--- src/rtl/cmptmr_pkg.sv ---
package cmptmr_pkg;

    localparam int WORD_W = 32;
    localparam int CNT_W  = 2 * WORD_W;
    localparam int ADDR_W = 12;

    localparam logic [ADDR_W-1:0] A_CNT_LO = 12'h100;
    localparam logic [ADDR_W-1:0] A_CNT_HI = 12'h104;
    localparam logic [ADDR_W-1:0] A_CNT_WS = 12'h110;
    localparam logic [ADDR_W-1:0] A_CMP_LO = 12'h200;
    localparam logic [ADDR_W-1:0] A_CMP_HI = 12'h204;
    localparam logic [ADDR_W-1:0] A_STEP   = 12'h208;
    localparam logic [ADDR_W-1:0] A_CTRL   = 12'h240;
    localparam logic [ADDR_W-1:0] A_IST    = 12'h244;
    localparam logic [ADDR_W-1:0] A_IEN    = 12'h248;
    localparam logic [ADDR_W-1:0] A_WS     = 12'h24C;

    localparam int CTRL_CEN  = 0;
    localparam int CTRL_AUTO = 1;
    localparam int CTRL_RUN  = 8;

    typedef enum logic [2:0] {
        WK_NONE, WK_CNT_LO, WK_CNT_HI, WK_CMP_LO, WK_CMP_HI, WK_STEP, WK_CTRL
    } wkind_e;

    typedef struct packed {
        logic              vld;
        wkind_e            kind;
        logic [WORD_W-1:0] data;
    } wr_op_t;

    typedef struct packed {
        logic [CNT_W-1:0]  cnt;
        logic [CNT_W-1:0]  cmp;
        logic [WORD_W-1:0] step;
        logic              run;
        logic              cen;
        logic              auto_inc;
        logic              armed;
    } core_st_t;

    typedef struct packed {
        logic [1:0] cnt_ws;
        logic [3:0] ws;
        logic       ist;
        logic       ien;
    } flag_st_t;

endpackage

--- src/rtl/cmptmr_wpipe.sv ---
module cmptmr_wpipe
    import cmptmr_pkg::*;
#(
    parameter int STAGES = 3
) (
    input  logic   clk,
    input  logic   rst_n,
    input  wr_op_t op_i,
    output wr_op_t op_o
);

    generate
        if (STAGES == 0) begin : g_bypass
            assign op_o = op_i;
        end else begin : g_pipe
            wr_op_t pipe_d [STAGES];
            wr_op_t pipe_q [STAGES];

            always_comb begin
                pipe_d[0] = op_i;
                for (int i = 1; i < STAGES; i++) begin
                    pipe_d[i] = pipe_q[i-1];
                end
            end

            always_ff @(posedge clk) begin
                for (int i = 0; i < STAGES; i++) begin
                    if (!rst_n) pipe_q[i] <= '0;
                    else        pipe_q[i] <= pipe_d[i];
                end
            end

            assign op_o = pipe_q[STAGES-1];
        end
    endgenerate

endmodule

--- src/rtl/cmptmr_core.sv ---
module cmptmr_core
    import cmptmr_pkg::*;
(
    input  logic              clk,
    input  logic              rst_n,
    input  wr_op_t            op_i,
    output logic [CNT_W-1:0]  cnt_o,
    output logic [CNT_W-1:0]  cmp_o,
    output logic [WORD_W-1:0] step_o,
    output logic              run_o,
    output logic              cen_o,
    output logic              auto_o,
    output logic              match_o
);

    core_st_t st_d, st_q;
    logic     hit;

    always_comb begin
        st_d = st_q;
        hit  = st_q.cen && st_q.armed && (st_q.cnt == st_q.cmp);

        if (st_q.run) begin
            st_d.cnt = st_q.cnt + CNT_W'(1);
        end

        if (hit) begin
            if (st_q.auto_inc) st_d.cmp   = st_q.cmp + {{WORD_W{1'b0}}, st_q.step};
            else               st_d.armed = 1'b0;
        end

        if (op_i.vld) begin
            unique case (op_i.kind)
                WK_CNT_LO: st_d.cnt = {st_q.cnt[CNT_W-1:WORD_W], op_i.data};
                WK_CNT_HI: st_d.cnt = {op_i.data, st_q.cnt[WORD_W-1:0]};
                WK_CMP_LO: begin
                    st_d.cmp   = {st_q.cmp[CNT_W-1:WORD_W], op_i.data};
                    st_d.armed = 1'b1;
                end
                WK_CMP_HI: begin
                    st_d.cmp   = {op_i.data, st_q.cmp[WORD_W-1:0]};
                    st_d.armed = 1'b1;
                end
                WK_STEP:   st_d.step = op_i.data;
                WK_CTRL: begin
                    st_d.run      = op_i.data[CTRL_RUN];
                    st_d.cen      = op_i.data[CTRL_CEN];
                    st_d.auto_inc = op_i.data[CTRL_AUTO];
                    st_d.armed    = 1'b1;
                end
                default: ;
            endcase
        end
    end

    always_ff @(posedge clk) begin
        if (!rst_n) st_q <= '0;
        else        st_q <= st_d;
    end

    assign cnt_o   = st_q.cnt;
    assign cmp_o   = st_q.cmp;
    assign step_o  = st_q.step;
    assign run_o   = st_q.run;
    assign cen_o   = st_q.cen;
    assign auto_o  = st_q.auto_inc;
    assign match_o = hit;

endmodule

--- src/rtl/cmptmr_flags.sv ---
module cmptmr_flags
    import cmptmr_pkg::*;
(
    input  logic       clk,
    input  logic       rst_n,
    input  wr_op_t     op_i,
    input  logic       match_i,
    input  logic [1:0] cnt_ws_clr_i,
    input  logic [3:0] ws_clr_i,
    input  logic       ist_clr_i,
    input  logic       ien_we_i,
    input  logic       ien_val_i,
    output logic [1:0] cnt_ws_o,
    output logic [3:0] ws_o,
    output logic       ist_o,
    output logic       ien_o,
    output logic       irq_o
);

    flag_st_t fl_d, fl_q;

    always_comb begin
        fl_d        = fl_q;
        fl_d.cnt_ws = fl_q.cnt_ws & ~cnt_ws_clr_i;
        fl_d.ws     = fl_q.ws & ~ws_clr_i;
        if (ist_clr_i) fl_d.ist = 1'b0;
        if (ien_we_i)  fl_d.ien = ien_val_i;

        if (op_i.vld) begin
            unique case (op_i.kind)
                WK_CNT_LO: fl_d.cnt_ws[0] = 1'b1;
                WK_CNT_HI: fl_d.cnt_ws[1] = 1'b1;
                WK_CMP_LO: fl_d.ws[0]     = 1'b1;
                WK_CMP_HI: fl_d.ws[1]     = 1'b1;
                WK_STEP:   fl_d.ws[2]     = 1'b1;
                WK_CTRL:   fl_d.ws[3]     = 1'b1;
                default: ;
            endcase
        end

        if (match_i) fl_d.ist = 1'b1;
    end

    always_ff @(posedge clk) begin
        if (!rst_n) fl_q <= '0;
        else        fl_q <= fl_d;
    end

    assign cnt_ws_o = fl_q.cnt_ws;
    assign ws_o     = fl_q.ws;
    assign ist_o    = fl_q.ist;
    assign ien_o    = fl_q.ien;
    assign irq_o    = fl_q.ist && fl_q.ien;

endmodule

--- src/rtl/cmptmr_top.sv ---
module cmptmr_top
    import cmptmr_pkg::*;
#(
    parameter int SYNC_STAGES = 3
) (
    input  logic              clk,
    input  logic              rst_n,
    input  logic              bus_we,
    input  logic [ADDR_W-1:0] bus_addr,
    input  logic [WORD_W-1:0] bus_wdata,
    output logic [WORD_W-1:0] bus_rdata,
    output logic              irq_o
);

    wr_op_t            wr_in, wr_out;
    logic [CNT_W-1:0]  cnt_val, cmp_val;
    logic [WORD_W-1:0] step_val;
    logic              run, cen, auto_inc, match;
    logic [1:0]        cnt_ws_clr, cnt_ws;
    logic [3:0]        ws_clr, ws;
    logic              ist_clr, ien_we, ist, ien;

    always_comb begin
        wr_in      = '0;
        cnt_ws_clr = '0;
        ws_clr     = '0;
        ist_clr    = 1'b0;
        ien_we     = 1'b0;
        if (bus_we) begin
            wr_in.vld  = 1'b1;
            wr_in.data = bus_wdata;
            unique case (bus_addr)
                A_CNT_LO: wr_in.kind = WK_CNT_LO;
                A_CNT_HI: wr_in.kind = WK_CNT_HI;
                A_CMP_LO: wr_in.kind = WK_CMP_LO;
                A_CMP_HI: wr_in.kind = WK_CMP_HI;
                A_STEP:   wr_in.kind = WK_STEP;
                A_CTRL:   wr_in.kind = WK_CTRL;
                default: begin
                    wr_in.vld  = 1'b0;
                    wr_in.kind = WK_NONE;
                end
            endcase
            cnt_ws_clr = (bus_addr == A_CNT_WS) ? bus_wdata[1:0] : 2'b00;
            ws_clr     = (bus_addr == A_WS) ? {bus_wdata[16], bus_wdata[2:0]} : 4'b0000;
            ist_clr    = (bus_addr == A_IST) && bus_wdata[0];
            ien_we     = (bus_addr == A_IEN);
        end
    end

    cmptmr_wpipe #(.STAGES(SYNC_STAGES)) u_wpipe (
        .clk   (clk),
        .rst_n (rst_n),
        .op_i  (wr_in),
        .op_o  (wr_out)
    );

    cmptmr_core u_core (
        .clk     (clk),
        .rst_n   (rst_n),
        .op_i    (wr_out),
        .cnt_o   (cnt_val),
        .cmp_o   (cmp_val),
        .step_o  (step_val),
        .run_o   (run),
        .cen_o   (cen),
        .auto_o  (auto_inc),
        .match_o (match)
    );

    cmptmr_flags u_flags (
        .clk          (clk),
        .rst_n        (rst_n),
        .op_i         (wr_out),
        .match_i      (match),
        .cnt_ws_clr_i (cnt_ws_clr),
        .ws_clr_i     (ws_clr),
        .ist_clr_i    (ist_clr),
        .ien_we_i     (ien_we),
        .ien_val_i    (bus_wdata[0]),
        .cnt_ws_o     (cnt_ws),
        .ws_o         (ws),
        .ist_o        (ist),
        .ien_o        (ien),
        .irq_o        (irq_o)
    );

    always_comb begin
        unique case (bus_addr)
            A_CNT_LO: bus_rdata = cnt_val[WORD_W-1:0];
            A_CNT_HI: bus_rdata = cnt_val[CNT_W-1:WORD_W];
            A_CNT_WS: bus_rdata = {30'd0, cnt_ws};
            A_CMP_LO: bus_rdata = cmp_val[WORD_W-1:0];
            A_CMP_HI: bus_rdata = cmp_val[CNT_W-1:WORD_W];
            A_STEP:   bus_rdata = step_val;
            A_CTRL:   bus_rdata = {23'd0, run, 6'd0, auto_inc, cen};
            A_IST:    bus_rdata = {31'd0, ist};
            A_IEN:    bus_rdata = {31'd0, ien};
            A_WS:     bus_rdata = {15'd0, ws[3], 13'd0, ws[2:0]};
            default:  bus_rdata = '0;
        endcase
    end

endmodule

--- config.mk ---
export PLATFORM = sky130hd
export DESIGN_NAME = cmptmr_top
export DESIGN_NICKNAME = d
export VERILOG_FILES = /design/src/rtl/cmptmr_pkg.sv /design/src/rtl/cmptmr_wpipe.sv /design/src/rtl/cmptmr_core.sv /design/src/rtl/cmptmr_flags.sv /design/src/rtl/cmptmr_top.sv
export SDC_FILE = /design/constraint.sdc
export NUM_CORES = 1
export LEC_CHECK = 0
export ABC_AREA = 0
export BUFFER_PORTS_ARGS = -buffer_cell sky130_fd_sc_hd__buf_4
export CORE_MARGIN = 8
export CORE_UTILIZATION = 40
export DETAILED_ROUTE_END_ITERATION = 16
export SLEW_MARGIN = 5
export SYNTH_ARGS = -nofsm -noshare
export SYNTH_HDL_FRONTEND = slang
export SYNTH_SLANG_ARGS = --single-unit
--- constraint.sdc ---
create_clock -name clk -period 3.75 [get_ports clk]
set_clock_uncertainty 0.1 [all_clocks]
set_input_delay 0.1875 -clock clk [delete_from_list [all_inputs] [get_ports clk]]
set_output_delay 0.1875 -clock clk [all_outputs]
set_load 0.01 [all_outputs]
==> metrics.md, run 1 <==
| Metric | Value |
|---|---|
| Status | `finished, final reports clean` |
| CTS tree | `yes` |
| Chip height | `215 um` |
| # resized after CTS | `0` |
| Area Growth Syn to Fin | `21.3%` |
| Final Cycle Share | `98.9%` |
| Max Slew Vio Count | `0` |
| Synth Net Count | `around 2100` |
| CTS Hold Bufs | `between 60 and 70` |
| Max-cap violations | `0` |
| CP max stage delay | `650 ps` |
| Slew margin rel. | `a little under a quarter` |
| CP Buf/Inv Count | `4` |
| Clk_lat worst skew | `560 ps` |
| Area of the multi-input gates | `~9500 sq um` |
| Crit-path leading delay family | `buffers and inverters` |
| Clock Tree Root | `clkbuf_16` |
| Fmax | `0.270 GHz` |
| Number of synthesized register bits | `280` |
| Largest net degree at the start of global routing | `137` |
| Row cnt | `between 70 and 80` |
| Total power | `around 0.0066 W` |
| Sequential fraction of the synthesis area | `35.4%` |
| Vias in the first global route | `15600` |
| Cell count after synthesis | `around 2000` |
| Worst Tran Pin Value | `1140 ps` |
| Die width | `215 um` |
| Vias per Instance | `6.28` |
| Leakage | `just under 8 nW` |
| Post-route DRC | `0` |
| CP Max Fanout | `17` |
| Most used cell, CP | `buf_4` |
| DIE AREA | `approximately 46000 sq um` |
| CTS H-tree lvls | `2` |
| Final Hold Viols | `0` |
| Number of synthesized flops with an enable pin | `0` |
| Core outline area | `between 30000 and 40000 sq um` |
| CTS Buffer Depth | `3` |
| Vias | `about 17000` |
| I/O Buffers | `79` |
| Initial Utilization | `40.2%` |
| Setup crit end kind | `output port` |
| Initial DRC count | `just under 2000` |
| Area contributors post-synth | `dfxtp_1 35%, nand2_1 5.5%, a21oi_1 4.8%` |
| First-pass GRT wire length | `between 90 and 100 mm` |
| Filler cells | `approximately 3900` |
| DR pass1 iterations | `12` |
| Initial antenna violation count | `1` |
| HP Class | `primary input to flop` |
| Post-DP HPWL | `47.8 mm` |
| Cell area after synthesis | `between 15000 and 20000 sq um` |
| Minimum clock period | `3710 ps` |
| Share of async-settable or async-resettable flops after synthesis | `0%` |
| P per Cell Area | `344 nW/um^2` |
| Worst VDD drop | `0.323 mV` |
| CTS clk-pin slew, worst paths | `60 ps` |
| Postcts setup bufs | `0` |
| Worst EP arrival | `3420 ps` |
| Cell taking the most area after synthesis | `dfxtp_1` |
| Syn_area_per_cell | `7.94 sq um` |
| Cell Chain, Critical Path | `dlygate4sd3_1 > buf_4 > nor4_1 > and3_1 > clkinv_1 > o22ai_1 > a221o_1 > buf_4` |
| CP required | `3460 ps` |
| GRT Total Usage | `27.8%` |
| Detailed-route wire length per cell | `~25 um` |
| Register Area | `roughly 5600 sq um` |
| Yosys top cell area share | `35.4%` |
| Num CTS Buffers | `34` |
| RSZ-0062 raised after global routing | `no` |
| Setup tns final | `0 ps` |
| Final wirelength | `between 60 and 70 mm` |
| Total grt overflow | `0` |
| Worst Setup Start Kind | `primary input` |
| Synth warnings | `0` |
| Final Setup Violations | `0` |
| Distinct cells, synth | `74` |
| Routability cong. | `about 1` |
| Layout cells sized above 1 | `12.5%` |
| Final Util | `48.7%` |
| Post-DRT Antenna Nets | `0` |
| Crit Path Category | `primary input to output port` |
| Clock sinks | `280` |
| Most used DFF post-synth | `dfxtp_1` |
| Nets | `2209` |
| Slowest cell on crit path | `nor4_1` |
| I/O pin count | `80` |
-- through the flow --
stage | hold slack (ps) | instances | setup slack, ps | instance area [sq um]
after floorplan | 219 | 1992 | 695 | 15800
after global placement | 313 | 2553 | 287 | 17400
after detailed placement | 317 | 2553 | 296 | 17400
after CTS | 6.35 | 2678 | 243 | 19200
after global routing | 35.5 | 2678 | 39.8 | 19200
final | 25.0 | 2679 | 42.0 | 19200
-- worst paths after layout --
path | end | slack, ps | depth (start not counted) | from
max reg2reg | u_core.cmp_o[39] | 280 | 10 | u_core.cmp_o[1]
max | bus_rdata[20] | 40 | 8 | bus_addr[3]
min reg2reg | u_wpipe.g_pipe.pipe_q[1][13] | 330 | 1 | u_wpipe.g_pipe.pipe_q[0][13]
min | u_wpipe.g_pipe.pipe_q[0][16] | 20 | 3 | bus_we
-- placed cells by master (no fill, tap or decap), types with 9 or more instances in the layout --
| cell type | instances |
|---|---|
| nor2b_1 | 28 |
| buf_4 | 191 |
| nand4_1 | 34 |
| o21ai_0 | 87 |
| xor2_1 | 55 |
| a211oi_1 | 22 |
| o31ai_1 | 18 |
| nand3_1 | 52 |
| ha_1 | 33 |
| clkbuf_1 | 10 |
| a21o_1 | 19 |
| a31oi_1 | 48 |
| a221o_1 | 28 |
| dfxtp_1 | 280 |
| a22o_1 | 17 |
| or3_1 | 12 |
| o211ai_1 | 17 |
| and2_1 | 98 |
| inv_1 | 27 |
| a311oi_1 | 15 |
| and4_1 | 10 |
| a221oi_1 | 9 |
| a21oi_1 | 151 |
| mux2i_1 | 46 |
| and3_1 | 64 |
| or4_1 | 15 |
| nor3_1 | 55 |
| xnor2_1 | 22 |
| a222oi_1 | 9 |
| clkbuf_16 | 35 |
| dlygate4sd3_1 | 64 |
| o22ai_1 | 36 |
| a22oi_1 | 48 |
| nand2_1 | 230 |
| nor4_1 | 32 |
| nor2_1 | 114 |
-- flip-flops by register name, summed over array words and instances, names as in the netlist --
register / flops
u_core.cen_o: 1
u_core.auto_o: 1
u_core.cnt_o: 64
u_flags.ist_o: 1
u_core.cmp_o: 64
u_core.st_q: 1
u_flags.ien_o: 1
u_flags.ws_o: 4
u_flags.cnt_ws_o: 2
u_wpipe.g_pipe.pipe_q: 108
u_core.run_o: 1
u_core.step_o: 32
-- cell usage after synthesis (all sizes together) (15+ instances only) --
| library cell | n |
|---|---|
| a22o | 17 |
| a211oi | 23 |
| clkbuf | 140 |
| a21o | 19 |
| o211ai | 17 |
| xor2 | 55 |
| o21ai | 87 |
| inv | 28 |
| xnor2 | 22 |
| a221o | 28 |
| nor3 | 55 |
| and2 | 99 |
| a22oi | 48 |
| or4 | 15 |
| a311oi | 15 |
| buf | 20 |
| nor4 | 33 |
| nand2 | 230 |
| o22ai | 36 |
| a31oi | 49 |
| nor2b | 28 |
| a21oi | 151 |
| and3 | 64 |
| mux2i | 46 |
| nand4 | 34 |
| nor2 | 116 |
| o31ai | 18 |
| dfxtp | 280 |
| ha | 33 |
| nand3 | 52 |
-- cells by family (layout without fill, tap and decap cells) --
family          after synthesis  count (layout)  synth area share [%]
fa+ha+maj                    34              34                  2.74
buf+inv                     189             350                  4.63
mux                          50              50                  3.20
flops                       280             280                  35.4
xor+xnor                     77              77                  4.26
compound gates              575             575                  24.3
other cells                   0               1                     0
simple gates                787             787                  25.5
-- cell type report --
class / instances / share of cell area (%)
Inverter: 29 / 0.580
Sequential cell: 280 / 29.2
Timing Repair Buffer: 260 / 11.3
Clock inverter: 9 / 0.645
Multi-Input combinational cell: 1523 / 49.5
Clock buffer: 52 / 5.26
Antenna cell: 1 / 0.0130
Tap cell: 525 / 3.42
-- layer usage --
layer | GRT usage (%) | vias up | share of wire, %
li1 | - | 7630 | -
met1 | 37.8 | 8053 | 42
met2 | 41.6 | 954 | 42
met3 | 5.07 | 195 | 10
met4 | 14.0 | 2 | 5.1
met5 | 0 | - | 0.025
-- power by group --
part | internal, W | switching (W) | total (W)
combinational | 0.000101 | 0.0000988 | 0.000200
sequential | 0.00300 | 0.0000227 | 0.00303
clock | 0.00201 | 0.00136 | 0.00337
total | 0.00511 | 0.00148 | 0.00659
-- tightest hold or removal path, delay by kind of cell --
family | cells | cell delay, ps
simple gates | 2 | 190
buf+inv | 1 | 220
Power figures use the tool's default switching activity.
==> inputs of run 2 (changes only) <==
--- a/config.mk
+++ b/config.mk
@@ -5,7 +5,7 @@
 export SDC_FILE = /design/constraint.sdc
 export NUM_CORES = 1
 export LEC_CHECK = 0
-export ABC_AREA = 0
+export ABC_AREA = 1
 export BUFFER_PORTS_ARGS = -buffer_cell sky130_fd_sc_hd__buf_4
 export CORE_MARGIN = 8
 export CORE_UTILIZATION = 40
==> run 2 against run 1 <==
  * Final cell count up 41%
  * Utilization down 2.3 points
  * Critical path depth up 4
  * Sequential power about the same
  * Largest power group unchanged
  * Highest routed layer unchanged
==> metrics.md, run 2 <==
| Metric | Value |
|---|---|
| Cell taking the most area after synthesis | `dfxtp_1` |
| Share of async-settable or async-resettable flops after synthesis | `0%` |
| Nets | `3215` |
| CP max stage delay | `approximately 700 ps` |
| Hold Crit Endpoint | `u_flags.cnt_ws_o[1]` |
| Layout cells sized above 1 | `8.24%` |
| Final wirelength | `104 mm` |
| Cell Chain, Critical Path | `buf_4 > ha_1 > nand2_1 > nor2_1 > inv_1 > nor3_1 > nand3_1 > nand3_1 > nand3_1 > nand2_1 > nand3_1 > a21oi_1` |
| Routability cong. | `1.03` |
| Setup tns final | `0 ps` |
| CTS Buffer Depth | `3` |
| Crit Path Category | `flop to flop` |
| DIE AREA | `roughly 53000 sq um` |
| CP Buf/Inv Count | `2` |
| Vias in the first global route | `20500` |
| Cell area after synthesis | `18500 sq um` |
| Number of synthesized register bits | `280` |
| Worst VDD drop | `0.361 mV` |
| Worst EP arrival | `about 3700 ps` |
| CTS tree | `yes` |
| Reg2Reg Capture Point | `u_core.cmp_o[51]` |
| Slowest cell on crit path | `nor3_1` |
| Busiest grt layer | `met2` |
| P per Cell Area | `314 nW/um^2` |
| Initial DRC count | `roughly 3400` |
| Worst Setup Start Kind | `flop` |
| Largest net degree at the start of global routing | `171` |
| Clk_lat worst skew | `570 ps` |
| Synth warnings | `0` |
| CTS H-tree lvls | `2` |
| Slew margin rel. | `36.1%` |
| Post-DP HPWL | `82.7 mm` |
| GR Util met1 | `48.4%` |
| Synth Net Count | `3121` |
| Reg2Reg Setup Slack | `a little over 400 ps` |
| R2r startpoint | `u_core.cmp_o[19]` |
| Clock sinks | `280` |
| Minimum clock period | `3330 ps` |
| Initial antenna violation count | `2` |
| Status | `finished, final reports clean` |
| Top cells by count, synth | `749 x nand2_1, 457 x inv_1, 303 x nor2_1` |
| Dpl cells | `3669` |
| RSZ-0062 raised after global routing | `no` |
| Chip height | `231 um` |
| Crit-path leading delay family | `simple AND/OR/NAND/NOR gates` |
| Antenna Cells | `0` |
| Post-DRT Antenna Nets | `0` |
| Most numerous cell in the Yosys netlist | `nand2_1` |
| Clock Tree Root | `clkbuf_16` |
| Area contributors post-synth | `dfxtp_1 30%, nand2_1 15%, inv_1 9.3%` |
| Max Slew Vio Count | `0` |
| Initial Utilization | `40.1%` |
| Commonest non-fill, non-tap cell in the layout | `nand2_1` |
| Detailed-route wire length per cell | `27.8 um` |
| Setup crit end kind | `flop` |
| Core outline area | `46200 sq um` |
| HP Class | `primary input to flop` |
| GRT Total Usage | `37.6%` |
| First-pass GRT wire length | `146 mm` |
| Num CTS Buffers | `35` |
| Vias per Instance | `5.96` |
| Final Cycle Share | `between 80% and 90%` |
| Met3 usage | `8.29%` |
| Most used DFF post-synth | `dfxtp_1` |
| Worst Tran Pin Value | `958 ps` |
| Hold path cells | `4` |
| Leakage | `9.60 nW` |
| CTS clk-pin slew, worst paths | `60 ps` |
| Sequential fraction of the synthesis area | `roughly 30%` |
| Syn_area_per_cell | `6.09 sq um` |
| Cell count after synthesis | `3040` |
| Final Hold Viols | `0` |
| Yosys top cell area share | `30.3%` |
| Vias | `22400` |
| Die width | `approximately 230 um` |
| Filler cells | `4897` |
| Number of synthesized flops with an enable pin | `0` |
| Biggest register | `u_wpipe.g_pipe.pipe_q` |
| I/O pin count | `80` |
| Final Setup Violations | `0` |
| CP required | `~4100 ps` |
| Final Util | `46.5%` |
| Distinct cells, synth | `55` |
| DR pass1 iterations | `7` |
| Reg2Reg Depth | `12` |
| Fmax | `0.300 GHz` |
| Final Instance Area | `21400 sq um` |
| I/O Buffers | `79` |
| CP Max Fanout | `5` |
| Hold_sp | `bus_addr[4]` |
| Most frequent cells in the layout | `748 x nand2_1, 457 x inv_1, 301 x nor2_1` |
| Met2 Usage GRT | `56.2%` |
| Total power | `0.00674 W` |
| Most used cell, CP | `nand3_1` |
| Post-route DRC | `0` |
| Crit. Startpoint | `u_core.cmp_o[19]` |
| Max-cap violations | `0` |
| Total grt overflow | `0` |
| Fin cells | `3764` |
| Area Growth Syn to Fin | `15.8%` |
| Row cnt | `79` |
| Max reg flops | `108` |
| DP Area | `19900 sq um` |
[run 2: changes by cell type after synthesis, moves of 43 or more]
cell / previous run / this run
a22oi_1: 48 / 4
and3_1: 64 / 2
nand3_1: 52 / 192
and2_1: 98 / 4
a21oi_1: 151 / 196
clkbuf_1: 139 / 96
nor2_1: 116 / 303
mux2i_1: 46 / 0
o21ai_0: 87 / 246
inv_1: 28 / 457
nand2_1: 230 / 749
[run 2: cells by family after synthesis]
| kind of cell | synth area share (%) |
|---|---|
| AND/OR/NAND/NOR | 32.7 |
| AO/OA/AOI/OAI | 19.6 |
| buffers and inverters | 12.5 |
| flip-flops | 30.3 |
| XOR/XNOR | 2.60 |
| adder cells (fa/ha/maj) | 2.34 |
[run 2: final cells by class]
class	count	area (sq um)	area share [%]
Clock buffer	42	932	4.35
Clock inverter	18	229	1.07
Inverter	474	1780	8.30
Multi-Input combinational cell	2160	10600	49.5
Sequential cell	280	5610	26.1
Tap cell	607	759	3.54
Timing Repair Buffer	183	1530	7.12
[run 2: worst max-delay path by stage]
stage | endpoint | slack (ps) | cells past startpoint
after global placement | u_core.cmp_o[39] | 560 | 15
final | u_core.cmp_o[51] | 420 | 12
after floorplan | u_core.cmp_o[32] | 1440 | 14
after CTS | u_core.cmp_o[47] | 660 | 14
after detailed placement | u_core.cmp_o[47] | 680 | 14
after global routing | u_core.cmp_o[51] | 410 | 12
[run 2: worst reg2reg max path: cells and delay by family, from the launching register on]
kind	cells	cell delay [ps]
AO/OA/AOI/OAI	1	130
flip-flops	1	310
buffers and inverters	2	250
adder cells (fa/ha/maj)	1	430
AND/OR/NAND/NOR	8	2030
[run 2: per-layer routing]
layer,up-vias,routed length [um]
met5,-,13
met4,2,8520
met3,335,11500
met2,1567,43600
met1,10400,40900
li1,10100,-
[run 2: what timing repair did]
item | in CTS | in global routing
hold buffers | 35 | 0
buffers inserted | 0 | 0
gates resized for setup | 0 | 0
hold endpoints to repair | 67 | 0
[run 2: through the flow]
stage | setup WS [ps] | hold slack, ps
finish | 415 | 43.6
global route | 412 | 112
CTS | 665 | 15.8
detailed placement | 675 | 296
global placement | 555 | 292
floorplan | 1440 | 200
[run 2: power breakdown]
part | leakage, nW | internal, W | switching, W
logic | 6.78 | 0.0000869 | 0.000114
registers | 2.26 | 0.00300 | 0.0000206
clock network | 0.565 | 0.00201 | 0.00150
